### src/rtl/pg_pkg.sv
package pg_pkg;
  typedef enum logic [1:0] {
    PG_IDLE = 2'd0,
    PG_WAIT = 2'd1,
    PG_HIGH = 2'd2
  } pg_state_e;
endpackage

### src/rtl/pg_fall_detect.sv
module pg_fall_detect (
  input  logic clk,
  input  logic rst,
  input  logic sig_i,
  output logic fall_o
);
  logic hist_q;

  always_ff @(posedge clk) begin
    if (rst) hist_q <= 1'b0;
    else     hist_q <= sig_i;
  end

  assign fall_o = hist_q & ~sig_i;


  fall_hist_chk: assert property (@(posedge clk) disable iff (rst)
    fall_o |-> ($past(sig_i) && !sig_i));
endmodule

### src/rtl/pg_down_ctr.sv
module pg_down_ctr #(
  parameter int W = 9
) (
  input  logic         clk,
  input  logic         rst,
  input  logic         load_i,
  input  logic [W-1:0] load_val_i,
  input  logic         run_i,
  output logic         done_o
);
  logic [W-1:0] cnt_q;

  always_ff @(posedge clk) begin
    if (rst)                          cnt_q <= '0;
    else if (load_i)                  cnt_q <= load_val_i;
    else if (run_i && cnt_q != '0)    cnt_q <= cnt_q - 1'b1;
  end

  assign done_o = (cnt_q == '0);


  ctr_step_chk: assert property (@(posedge clk) disable iff (rst)
    (run_i && !load_i && !done_o) |=> (cnt_q == $past(cnt_q) - 1'b1));
endmodule

### src/rtl/fall_pulse_gen.sv
module fall_pulse_gen #(
  parameter int BASE_LEN  = 70,
  parameter int OFF_W     = 8,
  parameter int START_LAT = 2
) (
  input  logic             clk,
  input  logic             rst,
  input  logic             strobe_i,
  input  logic [OFF_W-1:0] offset_i,
  output logic             pulse_o,
  output logic             busy_o
);
  import pg_pkg::*;

  localparam int MAX_LEN = BASE_LEN + (1 << OFF_W) - 1;
  localparam int CNT_W   = $clog2(MAX_LEN + 1);
  localparam int DLY_W   = (START_LAT > 2) ? $clog2(START_LAT) : 1;

  pg_state_e        state_q;
  logic [OFF_W-1:0] off_q;
  logic             pulse_q;
  logic             fall;
  logic             accept;
  logic             dly_done;
  logic             wid_done;
  logic             wid_load;
  logic [CNT_W-1:0] wid_val;

  pg_fall_detect u_edge (
    .clk    (clk),
    .rst    (rst),
    .sig_i  (strobe_i),
    .fall_o (fall)
  );

  assign accept   = fall && (state_q == PG_IDLE);
  assign wid_load = (state_q == PG_WAIT) && dly_done;
  assign wid_val  = CNT_W'(BASE_LEN) + CNT_W'(off_q) - 1'b1;

  pg_down_ctr #(.W(DLY_W)) u_delay (
    .clk        (clk),
    .rst        (rst),
    .load_i     (accept),
    .load_val_i (DLY_W'(START_LAT - 2)),
    .run_i      (state_q == PG_WAIT),
    .done_o     (dly_done)
  );

  pg_down_ctr #(.W(CNT_W)) u_width (
    .clk        (clk),
    .rst        (rst),
    .load_i     (wid_load),
    .load_val_i (wid_val),
    .run_i      (state_q == PG_HIGH),
    .done_o     (wid_done)
  );

  always_ff @(posedge clk) begin
    if (rst) begin
      state_q <= PG_IDLE;
      off_q   <= '0;
      pulse_q <= 1'b0;
    end else begin
      case (state_q)
        PG_IDLE: if (accept) begin
          state_q <= PG_WAIT;
          off_q   <= offset_i;
        end
        PG_WAIT: if (dly_done) begin
          state_q <= PG_HIGH;
          pulse_q <= 1'b1;
        end
        PG_HIGH: if (wid_done) begin
          state_q <= PG_IDLE;
          pulse_q <= 1'b0;
        end
        default: state_q <= PG_IDLE;
      endcase
    end
  end

  assign pulse_o = pulse_q;
  assign busy_o  = (state_q != PG_IDLE);

  // Assertion-only high-time tally
  logic [CNT_W:0] hi_len_q;
  always_ff @(posedge clk) begin
    if (rst)          hi_len_q <= '0;
    else if (pulse_o) hi_len_q <= hi_len_q + 1'b1;
    else              hi_len_q <= '0;
  end


  start_lat_chk: assert property (@(posedge clk) disable iff (rst)
    (accept && !$past(rst)) |-> ##2 $rose(pulse_o));


  width_match_chk: assert property (@(posedge clk) disable iff (rst)
    ($fell(pulse_o) && !$past(rst)) |->
      (hi_len_q == (CNT_W+1)'(BASE_LEN) + (CNT_W+1)'(off_q)));


  offset_hold_chk: assert property (@(posedge clk) disable iff (rst)
    (busy_o && $past(busy_o)) |-> $stable(off_q));


  pulse_in_busy_chk: assert property (@(posedge clk) disable iff (rst)
    pulse_o |-> busy_o);


  reset_clear_chk: assert property (@(posedge clk)
    $past(rst) |-> (!pulse_o && !busy_o));
endmodule

### config.mk
export PLATFORM = sky130hd
export DESIGN_NAME = fall_pulse_gen
export DESIGN_NICKNAME = d
export VERILOG_FILES = /design/src/rtl/pg_pkg.sv /design/src/rtl/pg_fall_detect.sv /design/src/rtl/pg_down_ctr.sv /design/src/rtl/fall_pulse_gen.sv
export SDC_FILE = /design/constraint.sdc
export NUM_CORES = 1
export LEC_CHECK = 0
export ABC_AREA = 1
export BUFFER_PORTS_ARGS = -buffer_cell sky130_fd_sc_hd__buf_2
export CAP_MARGIN = 25
export CORE_MARGIN = 2
export CORE_UTILIZATION = 30
export DETAILED_ROUTE_END_ITERATION = 12
export PLACE_DENSITY_LB_ADDON = 0.12
export SYNTH_ARGS = -nofsm -noshare
export SYNTH_HDL_FRONTEND = slang
export SYNTH_SLANG_ARGS = --single-unit
export TNS_END_PERCENT = 100
### constraint.sdc
create_clock -name clk -period 2 [get_ports clk]
set_clock_uncertainty 0.15 [all_clocks]
set_input_delay 0.2 -clock clk [delete_from_list [all_inputs] [get_ports clk]]
set_output_delay 0.2 -clock clk [all_outputs]
set_load 0.01 [all_outputs]
== Yosys cells after proc, flatten, opt, wreduce, memory -nomap -nowiden ==
Cells that the tools add are included.
Storage, ports and cells
  bits in registers: 22
  bits of input ports: 11
  output and inout port bits: 2
Cells by class
  add/subtract/negate cells: 4
  equality and inequality tests: 5
  muxes and demuxes: 9
  bitwise operators: 3
  reductions and logical operators: 14
Operators with widths (number)
  $mux W9: 2
  $sub A9 B1 Y9 const B: 2
  $add A7 B8 Y9 const A: 1
  $logic_not A9 Y1: 1
  $reduce_bool A9 Y1: 1
  $mux W2: 3
  $ne A2 B2 Y1 const B: 3
  $pmux W2 S3: 1
  $reduce_and A3 Y1: 2
  $reduce_bool A2 Y1: 3
  $logic_and A1 B1 Y1: 4
  $eq A2 B1 Y1 const B: 1
  $eq A2 B2 Y1 const B: 1
  $logic_not A2 Y1: 1
  $mux W1: 2
  $not A1 Y1: 2
  $pmux W1 S2: 1
  $reduce_and A2 Y1: 1
  $reduce_or A2 Y1: 1
  $and A1 B1 Y1: 1
  $sub A1 B1 Y1 const B: 1

== Depth between registers and ports, before layout ==
  word-level depth: 5
  mapped depth: 10

== By module ==
Synthesis repeated with hierarchy kept, for this count alone.
Unflattened totals
  cell total of the unflattened synthesis: 196
  area, all modules: 1301.2 sq um
By module, submodules not included
  fall_pulse_gen: times used 1, cells each 83, area an instance 608.1 sq um, seq. area each 220.2 sq um
  pg_down_ctr (u_width): times used 1, cells each 99, area an instance 604.3 sq um, seq. area each 180.2 sq um
  pg_down_ctr (u_delay): times used 1, cells each 9, area an instance 51.3 sq um, seq. area each 20.0 sq um
  pg_fall_detect: times used 1, cells each 5, area an instance 37.5 sq um, seq. area each 20.0 sq um

== Least setup slack after synthesis ==
No wires, ideal clock.
  path type: register to register
  start: register u_width.cnt_q[0]
  end: register u_width.cnt_q[7]
  library setup time: 0.117 ns
  data arrival time: 1.237 ns
  required time: 1.733 ns
  setup slack: 0.496 ns
  cell stages (with the launch flop): 10
  path buffers: 0
  cells stage by stage: dfxtp_1 inv_1 ha_1 nand2_1 nor2_2 nand3_4 nand2_2 nand2_2 o21ai_0 nor2_1
On the way
  cells in the longest elaborated chain, start to end: 3
  elaborated cells on any way between the ends: 6
  those cells by class: add/sub (1); mux (2); reduce/logical (3)
Ends and longest elaborated chain
  start: declaration: line pg_down_ctr.sv:11  | logic [W-1:0] cnt_q;
  start signal: assignment: line pg_down_ctr.sv:15  | else if (load_i) cnt_q <= load_val_i;
  start signal: assignment: line pg_down_ctr.sv:16  | else if (run_i && cnt_q != '0) cnt_q <= cnt_q - 1'b1;
  $sub A9 B1 Y9 / $reduce_bool A9 Y1 (equally long branches): line pg_down_ctr.sv:16
  $mux W9 / $logic_and A1 B1 Y1 (equally long branches): line pg_down_ctr.sv:16
  $mux W9 / $reduce_bool A2 Y1 (equally long branches)
Parallel ways exist; a longest one is shown, timed or not. The select of a mux whose other input is x is not followed.
A chain may end at the register's enable or synchronous reset.

== Final worst setup path ==
  start: register u_width.cnt_q[0]
  end: register u_width.cnt_q[6]
The elaborated chain is that of the path after synthesis.

==> impl_metrics.ini <==
[status]
status = completed

[floorplanning]
fp.dieH_um = 67.8
start_util = 0.307
io_pins = 13
die_width_um = 67.8
fp-row-count = 23
core_um2 = 3970
die-area_um2 = 4600

[power]
p_per_area_nw_per_um2 = 702
switching_share = 0.303
power_frac_seq = 0.499
p_int_uw = 665
switching_power_uw = 289
combPwrFrac = 0.206
total_leakage_power_nw = 0.608
p_clk_frac = 0.295
ir_worst_vdd_mv = 0.267

[worst_setup_path]
critPathKind = flip-flop to flip-flop
startpoint = u_width.cnt_q[0]
rrSetupSlack_ns = 0.30
r2r-start = u_width.cnt_q[0]
cp-end-kind = flip-flop
cp_max_fo = 9
cp.arrival_ns = 1.72
reg2regPathDepth = 9
r2r_end = u_width.cnt_q[6]
cp-start-kind = flip-flop
worstPathRequired_ns = 2.01

[drt]
drtAntennaViolNets = 0
wl_per_cell_um = 11.3
vias_per_cell = 4.66
vias = 1137
drc = 0
wl_um = 2750
drt_iter0_markers = 47
dr.pass1.iters = 4

[sta]
post-route-period-util = 0.852
tightest_slew_ns = 0.473
maxSlewViolCount = 0
hold_viol = 0
min_period_ns = 1.70
rsz0062_at_grt = no
final-setup-viol-count = 0
max_freq_mhz = 587
maxSlewHeadroom = 0.684
tns_ns = 0

[clock_tree]
htree_num_levels = 1
clk_pin_slew_ns = 0.08
cts_root_buffer = clkbuf_8
ctsHoldBuffers = 0
cts.sinks = 22
worstSkewPairLatency_ns = 0.27
cts_setup_buffers = 0
cts_tree = yes
cts_inserted_buffers = 3
cts_buffer_depth = 2
cts_resized = 0

[global_route]
track_usage = 0.139
overflow = 0
grt_max_degree = 15
grt_pass1_wl_um = 4820
antenna_found_initial = 0
grt_pass1_vias = 1106

[yosys]
synth_mux_area_frac = 0
syn-num-nets = 196
syn_area_um2 = 1220
synth_fa_ha_area_frac = 0.0205
synth-async-reset-ratio = 0
synth_edf_count = 0
synthSimpleGateAreaFrac = 0.373
syn-instance-count = 183
yosys_warnings = 0
yosys.area_share.xor_xnor = 0.00717
synth_compound_area_frac = 0.144
avgSynthCellArea_um2 = 6.67
synth-main-ff-cell = dfxtp_1
synth_top_family_by_area = simple AND/OR/NAND/NOR gates
synth_seq_area_share = 0.361
ys_types = 25
ys_seq_elements = 22

[hold_path]
min_from = strobe_i
holdPathStages = 3
min_path_type = primary input to flip-flop
hold_end = u_edge.hist_q

[placed_design]
io_buffers = 12
place.gp.congestion = 0.899
hpwl_um = 2120

[cells_and_area]
utilization = 0.342
diodes = 0
fin_nets = 209
layout-drive-gt1-share = 0.155
area_growth_pct = 11.4

[flow_run]
maxCapViolCount = 0
-- stage by stage --
step                      hold WS (ns)  instance area, um^2  total power [mW]  cells  worst slack [ns]
after global placement           0.274                 1320             0.682    241             0.383
after floorplan                  0.175                 1220             0.638    183             0.496
final                          0.00432                 1360             0.955    244             0.295
after detailed placement         0.288                 1320             0.685    241             0.316
after global routing            0.0289                 1360              1.02    244             0.170
after CTS                      0.00828                 1360             0.968    244             0.295
-- Yosys cell counts (2+ instances only) --
cell     count  area [um^2]
nand2_1     40          150
inv_1       21         78.8
ha_1         2         25.0
o21ai_1      5         25.0
inv_2        3         11.3
nor2_4       2         22.5
o21ai_0     13         65.1
nor2_2       3         18.8
nand2_2      3         18.8
buf_2        2         10.0
nor2_1      29          109
a21oi_1     11         55.1
dfxtp_1     22          440
nand3_1     16         80.1
-- flip-flops by register name, summed over array words and instances (netlist names) --
signal	flops
u_edge.hist_q	1
u_delay.cnt_q	1
state_q	2
off_q	8
pulse_o	1
u_width.cnt_q	9
-- power by group through the flow --
stage | clock (mW) | combinational (mW) | sequential, mW
2_1_floorplan | 0 | 0.155 | 0.484
3_3_place_gp | 0 | 0.196 | 0.487
3_5_place_dp | 0 | 0.198 | 0.487
4_1_cts | 0.292 | 0.199 | 0.477
5_1_grt | 0.312 | 0.228 | 0.480
6_report | 0.281 | 0.197 | 0.477
-- routing by layer --
metal | share of wire | wire [um] | vias up | track usage
met4 | 0.023 | 63 | 0 | 0.0700
met1 | 0.50 | 1380 | 503 | 0.173
met5 | 0 | 0 | - | 0
li1 | - | - | 606 | -
met3 | 0.031 | 85 | 7 | 0.0250
met2 | 0.44 | 1220 | 21 | 0.230
-- cell type report --
type	count	area [um^2]
fillers	446	2610
multi-input cells	133	666
flip-flops and latches	22	440
inverters	24	90.1
well taps	50	62.6
repair buffers	12	60.1
clock buffers	3	41.3
-- critical path: stages (launching register included) --
cell,delay (ns)
dfxtp_1,0.32
inv_1,0.09
ha_1,0.18
nand2_1,0.10
nor2_2,0.16
nand3_4,0.13
nand2_2,0.10
nand2_2,0.12
o21ai_0,0.20
nor2_1,0.05
-- cells by family after synthesis --
| family | after synthesis |
|---|---|
| flops | 22 |
| fa+ha+maj | 2 |
| simple gates | 98 |
| xor+xnor | 1 |
| compound gates | 32 |
| buf+inv | 28 |
-- worst max-delay path by stage --
| stage | endpoint | slack, ns | cells after the start |
|---|---|---|---|
| after floorplan | u_width.cnt_q[7] | 0.50 | 9 |
| after global placement | u_width.cnt_q[6] | 0.38 | 9 |
| after detailed placement | u_width.cnt_q[7] | 0.32 | 9 |
| after CTS | u_width.cnt_q[7] | 0.30 | 9 |
| after global routing | u_width.cnt_q[1] | 0.17 | 9 |
| final | u_width.cnt_q[6] | 0.30 | 9 |
-- cell usage in the layout, fill, tap and decap left out --
cell type | Yosys | routed
a21oi_1 | 11 | 11
nand3_1 | 16 | 16
ha_1 | 2 | 2
nor3_4 | 1 | 1
xor2_1 | 1 | 1
buf_2 | 2 | 12
nor4_1 | 1 | 1
inv_2 | 3 | 3
dfxtp_1 | 22 | 22
nand3_2 | 1 | 1
nor2_1 | 29 | 29
a21oi_4 | 1 | 1
nor2_4 | 2 | 2
o21ai_0 | 13 | 13
clkbuf_8 | 0 | 3
o21ai_1 | 5 | 5
nand4_1 | 1 | 1
inv_1 | 21 | 21
o21bai_1 | 1 | 1
o31ai_1 | 1 | 1
nor2_2 | 3 | 3
nand3_4 | 1 | 1
nand2_1 | 40 | 40
nand2_2 | 3 | 3
No activity file was read; power rests on OpenSTA's default activity.
